<file path="src/rtl/sb_pkg.sv">
package sb_pkg;
  localparam int unsigned SB_DEPTH_DEF = 8;
  localparam int unsigned SB_AW_DEF    = 16;
  localparam int unsigned SB_DW_DEF    = 32;

  function automatic int unsigned sb_ptr_bits(input int unsigned depth);
    return $clog2(depth) + 2;
  endfunction
endpackage

</file>
<file path="src/rtl/sb_ring.sv">
module sb_ring #(
  parameter int unsigned DEPTH = 8,
  parameter int unsigned PW    = 5
) (
  input  logic          clk,
  input  logic          rst_n,
  input  logic          alloc,
  input  logic          retire,
  input  logic          flush,
  output logic [PW-1:0] head,
  output logic [PW-1:0] tail,
  output logic [PW-1:0] count,
  output logic          full
);
  logic [PW-1:0] head_nx;

  assign head_nx = head + PW'(retire);
  assign count   = tail - head;
  assign full    = (count == PW'(DEPTH));

  always_ff @(posedge clk) begin
    if (!rst_n) begin
      head <= '0;
      tail <= '0;
    end else begin
      head <= head_nx;
      if (flush)      tail <= head_nx;
      else if (alloc) tail <= tail + 1'b1;
    end
  end

  a_r2_no_overflow: assert property (@(posedge clk) disable iff (!rst_n)
    count <= PW'(DEPTH));
  a_r8_flush_empties: assert property (@(posedge clk) disable iff (!rst_n)
    flush |=> (tail == head));
  a_r7_head_steps: assert property (@(posedge clk) disable iff (!rst_n)
    retire |=> (head == $past(head) + 1'b1));
endmodule

</file>
<file path="src/rtl/sb_fwd.sv">
module sb_fwd #(
  parameter int unsigned DEPTH = 8,
  parameter int unsigned AW    = 16,
  parameter int unsigned DW    = 32,
  parameter int unsigned PW    = 5,
  localparam int unsigned WB   = DW / 8,
  localparam int unsigned IW   = $clog2(DEPTH)
) (
  input  logic [PW-1:0] head,
  input  logic [PW-1:0] ld_tag,
  input  logic [AW-1:0] ld_addr,
  input  logic          ent_aval [DEPTH],
  input  logic [AW-1:0] ent_addr [DEPTH],
  input  logic [DW-1:0] ent_data [DEPTH],
  input  logic [WB-1:0] ent_be   [DEPTH],
  input  logic [DW-1:0] cache_data,
  output logic          resolved,
  output logic [DW-1:0] merged,
  output logic [WB-1:0] fwd_mask
);
  logic [PW-1:0] span;
  logic          in_range;

  assign span     = ld_tag - head;
  assign in_range = (span <= PW'(DEPTH));

  // Walk oldest to youngest so that younger matches overwrite older ones.
  always_comb begin
    logic [IW-1:0] idx;
    resolved = 1'b1;
    merged   = cache_data;
    fwd_mask = '0;
    for (int k = 0; k < DEPTH; k++) begin
      idx = head[IW-1:0] + IW'(k);
      if (in_range && (PW'(k) < span)) begin
        if (!ent_aval[idx]) begin
          resolved = 1'b0;
        end else if (ent_addr[idx] == ld_addr) begin
          for (int b = 0; b < WB; b++) begin
            if (ent_be[idx][b]) begin
              merged[b*8 +: 8] = ent_data[idx][b*8 +: 8];
              fwd_mask[b]      = 1'b1;
            end
          end
        end
      end
    end
  end
endmodule

</file>
<file path="src/rtl/store_fwd_buffer.sv">
module store_fwd_buffer #(
  parameter int unsigned DEPTH = sb_pkg::SB_DEPTH_DEF,
  parameter int unsigned AW    = sb_pkg::SB_AW_DEF,
  parameter int unsigned DW    = sb_pkg::SB_DW_DEF,
  localparam int unsigned WB   = DW / 8,
  localparam int unsigned IW   = $clog2(DEPTH),
  localparam int unsigned PW   = sb_pkg::sb_ptr_bits(DEPTH)
) (
  input  logic          clk,
  input  logic          rst_n,
  input  logic          disp_valid,
  output logic          disp_ready,
  output logic [PW-1:0] tail_tag,
  input  logic          ex_valid,
  input  logic [PW-1:0] ex_tag,
  input  logic [AW-1:0] ex_addr,
  input  logic [DW-1:0] ex_data,
  input  logic [WB-1:0] ex_be,
  input  logic          ld_valid,
  output logic          ld_ready,
  input  logic [PW-1:0] ld_tag,
  input  logic [AW-1:0] ld_addr,
  output logic [AW-1:0] cache_rd_addr,
  input  logic [DW-1:0] cache_rd_data,
  output logic          rsp_valid,
  output logic [DW-1:0] rsp_data,
  output logic [WB-1:0] rsp_fwd_mask,
  input  logic          cmt_valid,
  output logic          cmt_ready,
  output logic          wr_valid,
  output logic [AW-1:0] wr_addr,
  output logic [DW-1:0] wr_data,
  output logic [WB-1:0] wr_be,
  input  logic          flush
);
  logic          ent_aval [DEPTH];
  logic [AW-1:0] ent_addr [DEPTH];
  logic [DW-1:0] ent_data [DEPTH];
  logic [WB-1:0] ent_be   [DEPTH];

  logic [PW-1:0] head, tail, count;
  logic          full, alloc, retire, ld_fire, resolved;
  logic [DW-1:0] merged;
  logic [WB-1:0] fmask;
  logic [IW-1:0] hidx;

  assign disp_ready = !full && !flush;
  assign alloc      = disp_valid && disp_ready;
  assign hidx       = head[IW-1:0];
  assign cmt_ready  = (count != '0) && ent_aval[hidx];
  assign retire     = cmt_valid && cmt_ready;
  assign tail_tag   = tail;

  sb_ring #(.DEPTH(DEPTH), .PW(PW)) u_ring (
    .clk(clk), .rst_n(rst_n), .alloc(alloc), .retire(retire), .flush(flush),
    .head(head), .tail(tail), .count(count), .full(full)
  );

  sb_fwd #(.DEPTH(DEPTH), .AW(AW), .DW(DW), .PW(PW)) u_fwd (
    .head(head), .ld_tag(ld_tag), .ld_addr(ld_addr),
    .ent_aval(ent_aval), .ent_addr(ent_addr), .ent_data(ent_data), .ent_be(ent_be),
    .cache_data(cache_rd_data), .resolved(resolved), .merged(merged), .fwd_mask(fmask)
  );

  assign cache_rd_addr = ld_addr;
  assign ld_ready      = resolved;
  assign ld_fire       = ld_valid && ld_ready;

  // A freshly allocated slot starts unexecuted.
  generate
    for (genvar i = 0; i < DEPTH; i++) begin : g_slot
      always_ff @(posedge clk) begin
        if (!rst_n) begin
          ent_aval[i] <= 1'b0;
        end else if (alloc && tail[IW-1:0] == IW'(i)) begin
          ent_aval[i] <= 1'b0;
        end else if (ex_valid && ex_tag[IW-1:0] == IW'(i)) begin
          ent_aval[i] <= 1'b1;
        end
        if (ex_valid && ex_tag[IW-1:0] == IW'(i)) begin
          ent_addr[i] <= ex_addr;
          ent_data[i] <= ex_data;
          ent_be[i]   <= ex_be;
        end
      end
    end
  endgenerate

  assign wr_valid = retire;
  assign wr_addr  = ent_addr[hidx];
  assign wr_data  = ent_data[hidx];
  assign wr_be    = ent_be[hidx];

  always_ff @(posedge clk) begin
    if (!rst_n) begin
      rsp_valid    <= 1'b0;
      rsp_data     <= '0;
      rsp_fwd_mask <= '0;
    end else begin
      rsp_valid <= ld_fire;
      if (ld_fire) begin
        rsp_data     <= merged;
        rsp_fwd_mask <= fmask;
      end
    end
  end

  a_r6_rsp_follows_load: assert property (@(posedge clk) disable iff (!rst_n)
    rsp_valid |-> $past(ld_valid && ld_ready));
  a_r3_exec_live_slot: assert property (@(posedge clk) disable iff (!rst_n)
    ex_valid |-> (PW'(ex_tag - head) < count));
  a_r7_commit_writes: assert property (@(posedge clk) disable iff (!rst_n)
    (cmt_valid && cmt_ready) |=> (count == $past(count) - 1'b1 + PW'($past(alloc)))
                                   || $past(flush));
endmodule

</file>
<file path="config.mk">
export PLATFORM = sky130hd
export DESIGN_NAME = store_fwd_buffer
export DESIGN_NICKNAME = d
export VERILOG_FILES = /design/src/rtl/sb_pkg.sv /design/src/rtl/sb_ring.sv /design/src/rtl/sb_fwd.sv /design/src/rtl/store_fwd_buffer.sv
export SDC_FILE = /design/constraint.sdc
export NUM_CORES = 2
export LEC_CHECK = 0
export BUFFER_PORTS_ARGS = -buffer_cell sky130_fd_sc_hd__buf_2
export CAP_MARGIN = 0
export CORE_UTILIZATION = 40
export DETAILED_ROUTE_END_ITERATION = 12
export PLACE_DENSITY_LB_ADDON = 0.25
export SYNTH_ARGS = -nofsm -noshare
export SYNTH_HDL_FRONTEND = slang
export SYNTH_SLANG_ARGS = --single-unit
</file>
<file path="constraint.sdc">
create_clock -name clk -period 8.2 [get_ports clk]
set_input_delay 0.82 -clock clk [delete_from_list [all_inputs] [get_ports clk]]
set_output_delay 0.82 -clock clk [all_outputs]
set_load 0.1 [all_outputs]
</file>
==> results.yml <==
routing:
  firstDrtPassIters: 6
  wl_per_cell_um: 30.5
  vias_per_cell: 6.67
  vias: 29647
  ant_nets: 0
  drt_iter0_drc: 3914
  wl_mm: 135
  drc: 0
sta:
  fmax_ghz: 0.158
  tightest_slew_ns: 1.19
  slew_headroom_pct: 20.0
  report.final.slew_viol_count: 0
  fin_setup_tns_ns: 0
  post-route-period-util_pct: 77.0
  finClkSkew_ns: 0.0373
  finalSetupViolations: 0
  hold_violations: 0
  min_period_ns: 6.31
  grt_setup_unrepaired: "false"
clocking:
  clkLatencyLatePin_ns: 0.68
  cts_buffers: 56
  htree_levels: 2
  ctsLongestPathBuffers: 3
  cts_root_buf: "clkbuf_16"
  cts_hold_buf: 0
  cts_resized: 0
  cts_tree: "built"
  cts_setup_buffers: 0
  cts.sinks: 471
  clk_pin_slew_ns: 0.06
die:
  io_pins: 231
  start_util_pct: 40.5
  die_area_um2: 94500
  core_area_um2: 92100
  fp.dieW_um: 307
  dieHeight_um: 307
  rows: 111
worst_setup_path:
  cp-start-kind: "register"
  worstSetupPathType: "register to output pin"
  crit_required_ns: 7.38
  worstPathArrival_ns: 5.49
  endpoint_kind: "output pin"
  critPathMaxFanout: 62
  cp_slowest_cell: "dfxtp_4"
  critical-path-max-stage-delay_ns: 0.85
  cp_cell_sequence: "inv_8 > ha_1 > o2bb2ai_1 > mux2i_1 > a2bb2oi_1 > nor3_1 > a311oi_1 > buf_4 > and2_0 > and3_1 > buf_2"
layout:
  fill_cells: 8329
  mostFrequentLayoutCells: "edfxtp_1 (416), nand2_1 (413), mux4_2 (404), mux2i_1 (319), buf_2 (228)"
  final_util_pct: 44.9
  layout_commonest_cell: "edfxtp_1"
  area_growth_pct: 10.7
  nNetsFinal: 3290
  drive_above_1_share_pct: 27.8
  final_cell_area_um2: 41300
power:
  p_per_area_nw_per_um2: 161
  p_leak_nw: 13.5
  ir_worst_vdd_mv: 0.186
yosys:
  synth_top_area_share_pct: 33.5
  synth_area_leader_cell: "edfxtp_1"
  avgSynthCellArea_um2: 12.3
  synth_nets: 3181
  ys_seq_area_share_pct: 36.4
  synth-edff-count: 416
  ys_top_cells_by_area: "edfxtp_1 (33%), mux4_2 (24%), mux2i_1 (8.6%)"
  synthesis.area_um2: 37300
  synth.distinct_cells: 99
  synth-async-reset-ratio_pct: 0
  syn_inst: 3044
  synth_top_flop_cell: "edfxtp_1"
  synth-seq-cells: 471
  synth-warning-count: 0
placement:
  place_hpwl_mm: 92.6
  port_buffers: 228
  place_area_um2: 39300
  place.gp.congestion: 0.984
global_routing:
  grt_pass1_wl_mm: 195
  grt_max_degree: 116
  gr-total-overflow: 0
  grt_pass1_vias: 28034
  grt_usage_pct: 28.2
  grt_antenna_before_repair: 16
hold_path:
  hp-class: "input pin to register"
flow_run:
  max_cap_violations: 0
outcome:
  status: "completed"
state kept, by name, indices dropped and copies added, names as in the netlist:
register and flops:
ent_be 32, u_ring.head 5, u_ring.tail 5, ent_addr 128, rsp_data 32, rsp_valid 1, rsp_fwd_mask 4, ent_aval 8
ent_data 256
worst paths after layout:
check / startpoint / endpoint / slack, ns / cells past startpoint
worst max-delay path: u_ring.head[2] / ld_ready / 1.89 / 11
worst max register to register: u_ring.head[2] / rsp_data[21] / 2.14 / 11
worst min-delay path: ex_data[23] / ent_data[23] / 0.42 / 1
worst min register to register: rsp_data[6] / rsp_data[6] / 0.58 / 2
cell usage after synthesis (12+ instances only):
master / instances
xor2_1: 45
a211oi_1: 21
edfxtp_1: 416
mux4_2: 404
and3_1: 25
nor3_1: 40
and2_1: 17
buf_6: 14
ha_1: 19
a22oi_1: 37
a21oi_1: 74
nand3_1: 91
buf_2: 64
dfxtp_1: 55
buf_4: 45
buf_1: 34
nor2b_1: 22
nand4_1: 42
o221ai_1: 15
nor4_1: 18
a211o_1: 13
a221oi_1: 12
o22ai_1: 38
xnor2_1: 97
nand2_1: 413
inv_1: 33
and4_1: 15
o21ai_1: 16
mux2_2: 40
nand2b_1: 22
mux2_1: 14
a31oi_1: 28
nor2_1: 93
or3_1: 15
clkbuf_1: 84
o211ai_1: 20
o21ai_0: 52
a21o_1: 15
mux2i_1: 319
power breakdown:
| group | total (mW) | internal (mW) | switching (mW) |
|---|---|---|---|
| clock network | 2.67 | 1.59 | 1.08 |
| logic | 1.15 | 0.344 | 0.807 |
| registers | 2.82 | 2.71 | 0.105 |
cell type report:
cell class                 count  area, um^2  share of cell area [%]
multi-input combinational   2283       22300                    54.0
timing repair buffer         304        1720                    4.17
inverter                      37         151                   0.367
antenna                        5        12.5                  0.0303
sequential                   471       13600                    32.9
tap                         1243        1560                    3.77
clock inverter                40         502                    1.21
clock buffer                  64        1450                    3.52
stage by stage:
stage	std cells	setup slack [ns]	power (mW)	hold slack [ns]
floorplan	3044	1.98	3.66	0.528
global placement	4338	2.37	3.99	0.547
detailed placement	4338	2.33	4.00	0.559
CTS	4442	1.98	6.66	0.381
global route	4445	1.73	6.82	0.403
finish	4447	1.89	6.64	0.419
critical path: cells and delay by family (launching register included):
kind                     cells  cell delay, ns
AO/OA/AOI/OAI                3            1.32
buffers and inverters        3            1.07
flip-flops                   1            0.85
multiplexers                 1            0.55
AND/OR/NAND/NOR              3            0.53
adder cells (fa/ha/maj)      1            0.48
logic make-up after synthesis:
family	after synthesis	share of synthesized area, %
AO/OA/AOI/OAI	453	8.56
flip-flops	471	36.4
AND/OR/NAND/NOR	880	11.5
adder cells (fa/ha/maj)	20	0.691
buffers and inverters	290	4.20
XOR/XNOR	144	3.44
multiplexers	786	35.2
routing by layer:
metal / up-vias / share of wire (%) / GRT usage, %
li1: 12504 / - / -
met1: 15115 / 39 / 37.4
met2: 1707 / 47 / 45.2
met3: 305 / 10 / 6.09
met4: 16 / 4.2 / 11.0
met5: - / 0.083 / 0
No activity file was read; power rests on OpenSTA's default activity.
